<file path="config.mk">
export PLATFORM = sky130hd
export DESIGN_NAME = irq_daisy_chain
export DESIGN_NICKNAME = d
export VERILOG_FILES = /design/src/rtl/irq_chain_pkg.sv /design/src/rtl/irq_chain_cell.sv /design/src/rtl/irq_ack_fsm.sv /design/src/rtl/irq_daisy_chain.sv
export SDC_FILE = /design/constraint.sdc
export NUM_CORES = 1
export LEC_CHECK = 0
export BUFFER_PORTS_ARGS = -buffer_cell sky130_fd_sc_hd__buf_2
export CELL_PAD_IN_SITES_DETAIL_PLACEMENT = 0
export CELL_PAD_IN_SITES_GLOBAL_PLACEMENT = 1
export CORE_MARGIN = 10
export CORE_UTILIZATION = 27
export DETAILED_ROUTE_END_ITERATION = 6
export GPL_TIMING_DRIVEN = 0
export PLACE_DENSITY_LB_ADDON = 0.1
export SYNTH_ARGS = -nofsm -noshare
export SYNTH_HDL_FRONTEND = slang
export SYNTH_SLANG_ARGS = --single-unit
export TNS_END_PERCENT = 20
</file>
<file path="constraint.sdc">
create_clock -name clk -period 1.3 [get_ports clk]
set_clock_uncertainty 0.15 [all_clocks]
set_input_delay 0.26 -clock clk [delete_from_list [all_inputs] [get_ports clk]]
set_output_delay 0.26 -clock clk [all_outputs]
set_load 0.005 [all_outputs]
</file>
<file path="src/rtl/irq_chain_pkg.sv">
package irq_chain_pkg;
    typedef enum logic [1:0] {
        ST_IDLE   = 2'd0,
        ST_ACK    = 2'd1,
        ST_VECTOR = 2'd2
    } ack_state_t;
endpackage

</file>
<file path="src/rtl/irq_chain_cell.sv">
module irq_chain_cell #(
    parameter int            VW  = 8,
    parameter logic [VW-1:0] VEC = '0
) (
    input  logic          clk,
    input  logic          rst_n,
    input  logic          raise,
    input  logic          cancel,
    input  logic          ack_in,
    output logic          ack_out,
    output logic          taken,
    output logic [VW-1:0] drive,
    output logic          pending
);
    // Acknowledge is kept by a pending cell, passed by an idle one.
    always_comb begin
        taken   = ack_in & pending;
        ack_out = ack_in & ~pending;
        drive   = taken ? VEC : '0;
    end

    // A new request outranks a clear in the same cycle.
    always_ff @(posedge clk) begin
        if (!rst_n)
            pending <= 1'b0;
        else if (raise)
            pending <= 1'b1;
        else if (taken || cancel)
            pending <= 1'b0;
    end


    raise_sets_chk: assert property (@(posedge clk) disable iff (!rst_n)
        raise |=> pending);

    read_clears_chk: assert property (@(posedge clk) disable iff (!rst_n)
        (ack_in && pending && !raise) |=> !pending);

    cancel_clears_chk: assert property (@(posedge clk) disable iff (!rst_n)
        (cancel && !raise) |=> !pending);
endmodule

</file>
<file path="src/rtl/irq_ack_fsm.sv">
module irq_ack_fsm
    import irq_chain_pkg::*;
#(
    parameter int VW = 8
) (
    input  logic          clk,
    input  logic          rst_n,
    input  logic          irq_line,
    input  logic          cpu_ready,
    input  logic [VW-1:0] vec_bus,
    output logic          intack,
    output logic          vec_valid,
    output logic [VW-1:0] vec_out
);
    ack_state_t state_q, state_d;

    always_comb begin
        state_d = state_q;
        unique case (state_q)
            ST_IDLE:   if (irq_line && cpu_ready) state_d = ST_ACK;
            ST_ACK:    state_d = ST_VECTOR;
            ST_VECTOR: state_d = ST_IDLE;
            default:   state_d = ST_IDLE;
        endcase
    end

    always_ff @(posedge clk) begin
        if (!rst_n) state_q <= ST_IDLE;
        else        state_q <= state_d;
    end

    always_comb begin
        intack    = (state_q == ST_ACK);
        vec_valid = (state_q == ST_VECTOR);
    end

    // Vector is sampled in the same cycle the acknowledge is driven.
    always_ff @(posedge clk) begin
        if (!rst_n)
            vec_out <= '0;
        else if (state_q == ST_ACK)
            vec_out <= vec_bus;
    end


    ack_single_chk: assert property (@(posedge clk) disable iff (!rst_n)
        intack |=> !intack);

    ack_to_vector_chk: assert property (@(posedge clk) disable iff (!rst_n)
        intack |=> vec_valid);

    vector_to_idle_chk: assert property (@(posedge clk) disable iff (!rst_n)
        vec_valid |=> (!vec_valid && !intack));
endmodule

</file>
<file path="src/rtl/irq_daisy_chain.sv">
module irq_daisy_chain #(
    parameter int N        = 6,
    parameter int VW       = 8,
    parameter int VEC_BASE = 32,
    parameter int VEC_STEP = 4
) (
    input  logic          clk,
    input  logic          rst_n,
    input  logic [N-1:0]  src_raise,
    input  logic [N-1:0]  src_cancel,
    input  logic          cpu_ready,
    output logic          irq_line,
    output logic          intack,
    output logic          vec_valid,
    output logic [VW-1:0] vec_out,
    output logic [N-1:0]  pend_q
);
    logic [N:0]            ack_chain;
    logic [N-1:0]          taken;
    logic [N-1:0][VW-1:0]  drive;
    logic [VW-1:0]         vec_bus;

    assign ack_chain[0] = intack;

    for (genvar i = 0; i < N; i++) begin : g_cell
        localparam logic [VW-1:0] CELL_VEC = VW'(VEC_BASE + i * VEC_STEP);
        irq_chain_cell #(.VW(VW), .VEC(CELL_VEC)) cell_i (
            .clk     (clk),
            .rst_n   (rst_n),
            .raise   (src_raise[i]),
            .cancel  (src_cancel[i]),
            .ack_in  (ack_chain[i]),
            .ack_out (ack_chain[i+1]),
            .taken   (taken[i]),
            .drive   (drive[i]),
            .pending (pend_q[i])
        );
    end

    // Wired-OR bus: idle cells drive zero, so an empty chain reads zero.
    always_comb begin
        vec_bus = '0;
        for (int i = 0; i < N; i++) vec_bus = vec_bus | drive[i];
    end

    assign irq_line = |pend_q;

    irq_ack_fsm #(.VW(VW)) fsm_i (
        .clk       (clk),
        .rst_n     (rst_n),
        .irq_line  (irq_line),
        .cpu_ready (cpu_ready),
        .vec_bus   (vec_bus),
        .intack    (intack),
        .vec_valid (vec_valid),
        .vec_out   (vec_out)
    );


    one_driver_chk: assert property (@(posedge clk) disable iff (!rst_n)
        $onehot0(taken));

    empty_zero_chk: assert property (@(posedge clk) disable iff (!rst_n)
        (intack && !irq_line) |=> (vec_valid && vec_out == '0));

    tail_ack_chk: assert property (@(posedge clk) disable iff (!rst_n)
        (intack && irq_line) |-> !ack_chain[N]);
endmodule

</file>
Yosys cells after proc, flatten, opt, wreduce, memory -nomap -nowiden --
Cells that the tools add are included.
Operators by class: eq/ne operators 3, muxes and demuxes 20, bitwise operators 21, reductions and logical operators 15
Operators by type and width (number):
- $or A8 B8 Y8 | 5
- $mux W6 | 6
- $mux W1 | 12
- $reduce_bool A2 Y1 | 6
- $and A1 B1 Y1 | 11
- $logic_or A1 B1 Y1 | 6
- $reduce_or A6 Y1 | 1
- $not A1 Y1 | 5
- $pmux W2 S2 | 1
- $eq A2 B1 Y1 const B | 1
- $eq A2 B2 Y1 const B | 1
- $logic_not A2 Y1 | 1
- $mux W2 | 1
- $ne A2 B1 Y1 const B | 1
- $logic_and A1 B1 Y1 | 1
Storage, ports and cells: register bits 16, input bits 15, output and inout bits 17, logic and storage cells 67

Longest topological paths before layout --
Gate-level depths: netlist of run 1.
word-level depth 10, depth in mapped cells 4, gate-level depth less buffers 4

Modules after synthesis --
Synthesis of run 1 repeated with hierarchy kept, for this count alone.
Second synthesis, totals: cells, all modules 153, area, all modules 1253.7 µm²
By module, submodules not included:
- irq_chain_cell | instances 6, cells an instance 14, area each 120.1 µm², sequential area each 20.0 µm²
- irq_ack_fsm | instances 1, cells an instance 42, area each 409.1 µm², sequential area each 200.2 µm²
- irq_daisy_chain | instances 1, cells an instance 27, area each 123.9 µm², sequential area each 0.0 µm²

Worst setup path after synthesis of run 1 --
No wires, ideal clock.
path type register to output, start reg g_cell[2].cell_i.pending, end out irq_line, data arrival time 0.930 ns, data required time 0.890 ns, slack -0.040 ns, cell stages (with the launch flop) 4, buffers on the path 0, cell sequence dfxtp_1 > nor4_4 > and3_4 > inv_1
Between the ends: cells in the longest elaborated chain, start to end 1
Ends and longest elaborated chain:
- start: declaration | line irq_chain_cell.sv:13 | output logic pending
- start signal: assignment | line irq_chain_cell.sv:25 | pending <= 1'b0;
- start signal: assignment | line irq_chain_cell.sv:27 | pending <= 1'b1;
- start signal: assignment | line irq_chain_cell.sv:29 | pending <= 1'b0;
- $reduce_or A6 Y1 | line irq_daisy_chain.sv:46 | assign irq_line = |pend_q;
- end: declaration | line irq_daisy_chain.sv:12 | output logic irq_line,
Every way passes these cells.

Worst setup path after layout of run 1 --
start reg g_cell[1].cell_i.pending, end out irq_line
Between the ends: cells in the longest elaborated chain, start to end 1
Ends and longest elaborated chain (line):
- start: declaration | irq_chain_cell.sv:13
- start signal: assignment | irq_chain_cell.sv:25
- start signal: assignment | irq_chain_cell.sv:27
- start signal: assignment | irq_chain_cell.sv:29
- $reduce_or A6 Y1 | irq_daisy_chain.sv:46
Every way passes these cells.

==> impl_metrics.tcl, run 1 <==
set metrics [dict create \
    routed-via-count 546 \
    cp_data_required_time_ns 0.89 \
    io_buffer_count 27 \
    clock-root-buffer "clkbuf_4" \
    switching_share_pct 26.0 \
    maximum_clock_rate_ghz 0.595 \
    die_h_um 67.3 \
    post-route-min-period_ns 1.68 \
    largest_net_degree_at_the_start_of_global_routing 11 \
    slowest_stage "dfxtp_4" \
    sequential_share_of_power_pct 50.2 \
    worst_setup_path_endpoint "irq_line" \
    globalplace.congestion 0.662 \
    num_rows 17 \
    drt_pass1_iterations 2 \
    worst_r2r_endpoint "g_cell[5].cell_i.pending" \
    place_ws_ns -0.204 \
    area_growth_syn_to_layout_pct 50.7 \
    synth_area_per_cell_sq_um 9.44 \
    reg2regPathDepth 5 \
    worstSkewPairLatency_ns 0.27 \
    setup.worst_path.end_class "output pin" \
    hold-worst-slack_ns 0.0466 \
    crit_chain "nor4_4 -> and3_4 -> inv_2 -> buf_6" \
    antenna-diode-count 0 \
    sum_of_internal_switching_and_leakage_power_mw 0.827 \
    yosysWarningCount 0 \
    final.period_utilization_pct 129 \
    final_critical_path_setup_slack_ns -0.380 \
    crit-reg2reg-launch "fsm_i.state_q[0]" \
    path_max_fanout 2 \
    cts.sink_count 12 \
    failed_checks "setup timing" \
    cp-startpoint "g_cell[1].cell_i.pending" \
    ir_worst_vdd_v 0.000394 \
    hold_path_class "in -> reg" \
    worst_path_dominant_cell_family "simple AND/OR/NAND/NOR gates" \
    final_hold_viol_count 0 \
    hold_path.startpoint "src_raise[1]" \
    data_arrival_time_of_the_worst_path_ns 1.27 \
    multi_input_logic_area_sq_um 298 \
    max_cap_viol_count 0 \
    postRouteWirelength_um 1530 \
    synthesis.area_sq_um 604 \
    design.final.nets 120 \
    floorplan_core_area_sq_mm 0.00217 \
    slew_viol_final 0 \
    critical_path_class "reg -> out" \
    cts_tree "yes" \
    report.final.setup_viol 5 \
    number_of_library_cell_types_mapped_by_synthesis 26 \
    layout.core_utilization_pct 42.0 \
    grt_pass1_vias 582 \
    critPathBufInv 2 \
    cts_max_path_buffers 2 \
    synth.ff_latch_count 12 \
    cts_max_level 1 \
    vias_per_cell 4.17 \
    grt_antenna_before_repair 0 \
    groute.usage.overall_pct 7.31 \
    register_area_sq_um 260 \
    ports 32 \
    drc 0 \
    ys_seq_area_share_pct 39.8 \
    cts_inserted_buffers 3 \
    initial_core_utilization_pct 27.9 \
    comb_power_share_pct 22.3 \
    drive_above_1_share_pct 60.2 \
    number_of_fill_cells 254 \
    critPathLaunchType "flip-flop" \
    status "complete, but fails checks" \
    syn_inst 64 \
    cts.clk_slew.worst_paths_ns 0.07 \
    place.detailed.hpwl_um 1230 \
    rsz0062_at_grt "true" \
    cp_num_cells 4 \
    postRouteAntennaNets 0 \
    grt.overflow.total 0 \
    dr.first_iter.drc_count 7 \
    power.net_switching_mw 0.215 \
    routedWlPerCell_um 11.7 \
    setup.reg_to_reg.worst_slack_ns -0.06 \
    floorplan.die_area_sq_mm 0.00453 \
    fp.dieW_um 67.3 \
    timing.critical_path.slowest_cell_delay_ns 0.36 \
    cell_leakage_power_nw 0.432 \
    p_int_mw 0.612 \
    p_per_area_mw_per_mm2 908 \
    power.share.clock_pct 27.5 \
    global_route_wire_length_before_repair_um 2500 \
]
==> through the flow <==
step,setup TNS (ns),area [sq um],instances
after global routing,-1.40,911,131
after detailed placement,-0.204,788,122
after floorplan,-0.0204,618,67
after global placement,-0.201,788,122
final,-0.745,911,131
after CTS,-0.869,871,128
==> routing by layer <==
layer | global-route usage, % | vias up | part of all wire (%)
met5 | 0 | - | 0
met4 | 2.31 | 0 | 0.65
met3 | 5.62 | 2 | 10
met2 | 11.5 | 17 | 46
met1 | 7.40 | 241 | 43
li1 | - | 286 | -
==> cells in the final DEF, fill, tap and decap left out <==
cell type	count
buf_4	15
nor4_4	1
nor4_1	1
o21ai_0	2
nor2_1	1
nor3b_1	4
nand2_1	4
nor4b_4	1
o211ai_1	1
a21boi_1	3
buf_6	3
nor3b_2	1
conb_1	4
inv_1	2
o21ai_1	1
dfxtp_4	4
dfxtp_1	4
clkbuf_4	3
o31ai_1	1
clkinv_4	1
clkbuf_1	1
a21oi_1	2
nor2b_1	2
or2b_4	1
inv_2	1
and2b_1	1
buf_2	25
and3_4	1
a311oi_1	1
and2_1	1
dfxtp_2	4
o21a_1	5
a211oi_2	1
==> cells by family after synthesis <==
family | Yosys count | synth area share [%]
buf+inv | 15 | 15.9
other cells | 1 | 0.621
flops | 12 | 39.8
compound gates | 17 | 19.3
simple gates | 19 | 24.4
==> Yosys cell counts (all sizes together) <==
master  count  area [sq um]
nor4        2          27.5
a21boi      3          22.5
nand2       4          15.0
and3        1          11.3
o21a        5          37.5
nor2b       2          12.5
nor2        1          3.75
or2b        1          11.3
nor3b       5          37.5
dfxtp      12           240
inv         4          17.5
o211ai      1          7.51
a311oi      1          8.76
a21oi       2          10.0
clkbuf      1          3.75
o31ai       1          7.51
buf        10          75.1
and2b       1          7.51
conb        1          3.75
a211oi      1          7.51
nor4b       1          15.0
o21ai       3          15.0
and2        1          6.26
==> sequential cells by signal, indices dropped and copies added, names as in the netlist <==
register,flops
fsm_i.state_q,2
g_cell.cell_i.pending,6
fsm_i.vec_out,4
==> area by class of cell <==
type,count,area share [%]
well taps,28,3.85
flip-flops and latches,12,28.6
inverters,4,2.20
clock buffers,3,2.47
repair buffers,33,21.6
multi-input cells,40,32.7
plain buffers,11,8.65
==> how the worst min path moves through the flow <==
stage                                    end  slack (ns)  depth (start not counted)
finish              g_cell[1].cell_i.pending        0.05                          2
detailed placement          fsm_i.vec_out[3]        0.30                          2
global placement            fsm_i.vec_out[4]        0.29                          2
global route        g_cell[0].cell_i.pending        0.03                          2
CTS                 g_cell[1].cell_i.pending        0.04                          2
floorplan                   fsm_i.state_q[0]        0.23                          2
==> power groups by stage <==
stage / combinational (mW) / clock (mW) / sequential [mW]
after floorplan: 0.0943 / 0 / 0.421
after global placement: 0.151 / 0 / 0.425
after detailed placement: 0.151 / 0 / 0.426
after CTS: 0.174 / 0.243 / 0.416
after global routing: 0.207 / 0.265 / 0.419
final: 0.185 / 0.227 / 0.415
==> timing repair <==
action	4_1_cts	5_1_grt
hold buffers	0	0
setup buffers	3	3
endpoints found under the setup margin	9	16
pin swaps	3	2
gates resized for setup	12	6
Note: power is estimated with default switching activity, not from simulation.
==> inputs of run 2 (changes only) <==
==> constraint.sdc (replaced) <==
create_clock -name clk -period 1.3 [get_ports clk]
set_clock_uncertainty 0.15 [all_clocks]
set_input_delay 0.195 -clock clk [delete_from_list [all_inputs] [get_ports clk]]
set_output_delay 0.195 -clock clk [all_outputs]
set_load 0.005 [all_outputs]
==> impl_metrics.tcl, run 2 (same netlist as run 1, synthesis figures left out) <==
set metrics [dict create \
    drc 0 \
    cts_inserted_buffers 3 \
    dr.first_iter.drc_count 10 \
    ports 32 \
    area_growth_syn_to_layout_pct 64.6 \
    crit_chain "nor4_4 -> and3_4 -> inv_2 -> buf_6" \
    drive_above_1_share_pct 56.3 \
    final_hold_viol_count 0 \
    numPlacedInstances 122 \
    max_cap_viol_count 0 \
    layout.core_utilization_pct 45.8 \
    drt_pass1_iterations 2 \
    comb_power_share_pct 22.6 \
    cts_max_path_buffers 2 \
    layout.cells.most_common "buf_2" \
    grt.overflow.total 0 \
    floorplan.die_area_sq_mm 0.00453 \
    maximum_clock_rate_ghz 0.623 \
    path_max_fanout 2 \
    postRouteAntennaNets 0 \
    post-route-min-period_ns 1.61 \
    critPathLaunchType "flip-flop" \
    routedWlPerCell_um 11.6 \
    layoutNonFillerInstCount 140 \
    clock-root-buffer "clkbuf_4" \
    ir_worst_vdd_v 0.000623 \
    p_per_area_mw_per_mm2 919 \
    globalplace.congestion 0.666 \
    grt_antenna_before_repair 0 \
    layout_top_registers "g_cell.cell_i.pending x6, fsm_i.vec_out x4, fsm_i.state_q x2" \
    timing.critical_path.slowest_cell_delay_ns 0.35 \
    routed-via-count 573 \
    p_int_mw 0.691 \
    whs_path_depth 3 \
    cts.clk_slew.worst_paths_ns 0.08 \
    slew_viol_final 0 \
    reg2regPathDepth 5 \
    global_route_wire_length_before_repair_um 2530 \
    design.final.nets 128 \
    most-common-layout-cells "buf_2 (25), buf_4 (16), dlygate4sd3_1 (6)" \
    final_critical_path_setup_slack_ns -0.306 \
    setup.worst_path.end_class "output pin" \
    die_h_um 67.3 \
    cts_tree "yes" \
    failed_checks "setup timing" \
    largest_register "g_cell.cell_i.pending" \
    initial_core_utilization_pct 27.9 \
    vias_per_cell 4.09 \
    num_rows 17 \
    power.net_switching_mw 0.223 \
    postRouteWirelength_um 1630 \
    cts.sink_count 12 \
    cell_leakage_power_nw 0.474 \
    switching_share_pct 24.4 \
    number_of_flip_flops_under_the_largest_register_name 6 \
    largest_net_degree_at_the_start_of_global_routing 11 \
    final.period_utilization_pct 124 \
    rsz0062_at_grt "true" \
    slowest_stage "dfxtp_4" \
    hold_path_class "in -> reg" \
    io_buffer_count 27 \
    place.detailed.hpwl_um 1240 \
    critical_path_class "reg -> out" \
    worstSkewPairLatency_ns 0.27 \
    cts_max_level 1 \
    sequential_share_of_power_pct 45.1 \
    antenna-diode-count 0 \
    status "complete, but fails checks" \
    report.final.setup_viol 6 \
    hold-worst-slack_ns 0.0172 \
    cp_data_required_time_ns 0.95 \
    floorplan_core_area_sq_mm 0.00217 \
    power.share.clock_pct 32.3 \
    data_arrival_time_of_the_worst_path_ns 1.26 \
    grt_pass1_vias 610 \
    groute.usage.overall_pct 7.39 \
    fp.dieW_um 67.3 \
]
## run 2: final cells by class
class | count | area [sq um]
Fill cell | 246 | 1170
Multi-Input combinational cell | 40 | 293
Timing Repair Buffer | 41 | 275
Sequential cell | 12 | 259
Buffer | 11 | 78.8
Clock buffer | 4 | 36.3
Tap cell | 28 | 35.0
Inverter | 4 | 17.5
## run 2: power by group through the flow
| stage | clock, mW | sequential [mW] | combinational, mW |
|---|---|---|---|
| 2_1_floorplan | 0 | 0.420 | 0.0938 |
| 3_3_place_gp | 0 | 0.424 | 0.150 |
| 3_5_place_dp | 0 | 0.424 | 0.152 |
| 4_1_cts | 0.312 | 0.411 | 0.207 |
| 5_1_grt | 0.335 | 0.415 | 0.230 |
| 6_report | 0.295 | 0.412 | 0.206 |
## run 2: worst max-delay path: cells and delay by family, from the launching register on
| family | cells | cell delay (ns) |
|---|---|---|
| flops | 1 | 0.35 |
| simple gates | 2 | 0.50 |
| buf+inv | 2 | 0.13 |
## run 2: routing by layer
metal / global-route usage, % / up-vias / part of all wire [%]
met5: 0 / - / 0
met4: 2.31 / 0 / 0.61
met3: 5.29 / 2 / 9.0
met2: 12.3 / 17 / 49
met1: 7.14 / 252 / 41
li1: - / 302 / -
## run 2: path summary, 6_finish.rpt
check / start / to / slack (ns)
worst max-delay path: g_cell[3].cell_i.pending / irq_line / -0.31
worst min-delay path: rst_n / fsm_i.state_q[0] / 0.02
worst max register to register: fsm_i.state_q[1] / g_cell[5].cell_i.pending / -0.02
worst min register to register: fsm_i.vec_out[2] / fsm_i.vec_out[2] / 0.30
## run 2: through the flow
| stage | setup TNS (ns) | total power [mW] | worst slack [ns] | cell area [sq um] |
|---|---|---|---|---|
| 2_1_floorplan | 0 | 0.514 | 0.0255 | 616 |
| 3_3_place_gp | -0.197 | 0.575 | -0.174 | 786 |
| 3_5_place_dp | -0.235 | 0.576 | -0.177 | 786 |
| 4_1_cts | -0.765 | 0.931 | -0.343 | 982 |
| 5_1_grt | -1.07 | 0.980 | -0.374 | 995 |
| 6_report | -0.554 | 0.914 | -0.306 | 995 |
## run 2: timing repair
action	in CTS	in global routing
setup buffers	8	0
endpoints found under the setup margin	10	12
gates resized for setup	15	3
hold buffers	6	0
pin swaps	2	3
endpoints found under the hold margin	6	0
==> inputs of run 3 (changes only) <==
--- a/config.mk
+++ b/config.mk
@@ -5,12 +5,12 @@
 export SDC_FILE = /design/constraint.sdc
 export NUM_CORES = 1
 export LEC_CHECK = 0
-export BUFFER_PORTS_ARGS = -buffer_cell sky130_fd_sc_hd__buf_2
 export CELL_PAD_IN_SITES_DETAIL_PLACEMENT = 0
 export CELL_PAD_IN_SITES_GLOBAL_PLACEMENT = 1
 export CORE_MARGIN = 10
-export CORE_UTILIZATION = 27
+export CORE_UTILIZATION = 37
 export DETAILED_ROUTE_END_ITERATION = 6
+export DONT_BUFFER_PORTS = 1
 export GPL_TIMING_DRIVEN = 0
 export PLACE_DENSITY_LB_ADDON = 0.1
 export SYNTH_ARGS = -nofsm -noshare
==> impl_metrics.tcl, run 3 (same netlist as run 1, synthesis figures left out) <==
set metrics [dict create \
    power.net_switching_mw 0.215 \
    critPathLaunchType "flip-flop" \
    fin_area_sq_um 837 \
    postRouteAntennaNets 0 \
    whs_path_depth 3 \
    most-common-layout-cells "buf_4 (13), dlygate4sd3_1 (13), dfxtp_1 (6)" \
    cts_inserted_buffers 3 \
    cts.clk_slew.worst_paths_ns 0.07 \
    num_rows 14 \
    largest_register "g_cell.cell_i.pending" \
    antenna-diode-count 0 \
    timing.critical_path.slowest_cell_delay_ns 0.35 \
    rsz0062_at_grt "true" \
    fp.dieW_um 60.4 \
    critical_path_class "reg -> out" \
    dr.first_iter.drc_count 7 \
    drt_pass1_iterations 4 \
    setup.worst_path.end_class "output pin" \
    layout_top_registers "g_cell.cell_i.pending x6, fsm_i.vec_out x4, fsm_i.state_q x2" \
    comb_power_share_pct 17.7 \
    io_buffer_count 0 \
    status "complete, but fails checks" \
    drive_above_1_share_pct 33.3 \
    floorplan.die_area_sq_mm 0.00365 \
    place.detailed.hpwl_um 1120 \
    hold_path_class "in -> reg" \
    critPathBufInv 1 \
    vias_per_cell 4.91 \
    cts_max_level 1 \
    ports 32 \
    failed_checks "setup timing" \
    grt_pass1_vias 535 \
    initial_core_utilization_pct 39.7 \
    layoutNonFillerInstCount 103 \
    slowest_stage "dfxtp_4" \
    switching_share_pct 24.7 \
    globalplace.congestion 0.660 \
    postRouteWirelength_um 1550 \
    crit_chain "nor4_4 -> and3_4 -> inv_2" \
    final_hold_viol_count 0 \
    ir_worst_vdd_v 0.000521 \
    grt.overflow.total 0 \
    cp_data_required_time_ns 0.95 \
    worst_path_dominant_cell_family "simple AND/OR/NAND/NOR gates" \
    number_of_flip_flops_under_the_largest_register_name 6 \
    power.share.clock_pct 34.4 \
    data_arrival_time_of_the_worst_path_ns 1.18 \
    path_max_fanout 2 \
    cts_tree "yes" \
    grt_antenna_before_repair 0 \
    sequential_share_of_power_pct 47.9 \
    clock-root-buffer "clkbuf_4" \
    die_h_um 60.4 \
    reg2regPathDepth 4 \
    final_critical_path_setup_slack_ns -0.225 \
    largest_net_degree_at_the_start_of_global_routing 11 \
    hold-worst-slack_ns 0.0303 \
    worstSkewPairLatency_ns 0.28 \
    cp_num_cells 3 \
    routedWlPerCell_um 15.0 \
    max_cap_viol_count 0 \
    global_route_wire_length_before_repair_um 2550 \
    p_int_mw 0.657 \
    post-route-min-period_ns 1.53 \
    maximum_clock_rate_ghz 0.656 \
    groute.usage.overall_pct 9.38 \
    floorplan_core_area_sq_mm 0.00152 \
    area_growth_syn_to_layout_pct 38.5 \
    routed-via-count 506 \
    numPlacedInstances 83 \
    layout.core_utilization_pct 54.9 \
    cts_max_path_buffers 2 \
    final.period_utilization_pct 117 \
    p_per_area_mw_per_mm2 1040 \
    report.final.setup_viol 3 \
    slew_viol_final 0 \
    design.final.nets 103 \
    cell_leakage_power_nw 0.349 \
    cts.sink_count 12 \
    drc 0 \
    place_area_sq_um 636 \
]
==> run 3: cell types whose count changed in the layout (fill, tap and decap cells not counted), sizes merged <==
cell / delta
buf: -32
dlygate4sd3: +7
==> run 3: area by class of cell <==
type	count	area, sq um
plain buffers	11	78.8
clock buffers	4	36.3
fillers	152	687
flip-flops and latches	12	250
well taps	16	20.0
multi-input cells	40	279
repair buffers	16	153
inverters	4	20.0
==> run 3: stage by stage <==
stage | total power [mW] | setup WS, ns | TNS, ns
after floorplan | 0.514 | 0.0255 | 0
after global placement | 0.534 | -0.0721 | -0.0848
after detailed placement | 0.535 | -0.0647 | -0.0791
after CTS | 0.886 | -0.246 | -0.343
after global routing | 0.934 | -0.314 | -0.944
final | 0.872 | -0.225 | -0.299
==> run 3: repair_timing <==
item	4_1_cts	5_1_grt
buffers inserted	3	0
pin swaps	2	1
resized for setup	7	2
hold endpoints to repair	8	0
setup endpoints to repair	6	11
hold buffers	13	0
==> run 3: worst paths after layout <==
path,start,endpoint,slack (ns)
worst max register to register,g_cell[3].cell_i.pending,g_cell[5].cell_i.pending,-0.01
worst min-delay path,src_cancel[3],g_cell[3].cell_i.pending,0.03
worst min register to register,fsm_i.state_q[0],fsm_i.state_q[0],0.28
worst max-delay path,g_cell[3].cell_i.pending,irq_line,-0.23
==> run 3: per-layer routing <==
metal	track usage [%]	vias up	share of wire [%]
li1	-	254	-
met1	10.3	225	39
met2	13.5	22	47
met3	5.64	5	12
met4	5.64	0	2.1
met5	0	-	0
==> run 3: tightest hold or removal path: stages <==
cell,delay (ns)
nor2b_1,0.02
o21ai_0,0.15
a21oi_1,0.05
==> run 3: power groups by stage <==
stage / combinational (mW) / sequential (mW) / clock, mW
3_5_place_dp: 0.109 / 0.426 / 0
2_1_floorplan: 0.0938 / 0.420 / 0
4_1_cts: 0.155 / 0.417 / 0.314
3_3_place_gp: 0.108 / 0.426 / 0
5_1_grt: 0.173 / 0.423 / 0.338
6_report: 0.155 / 0.417 / 0.300
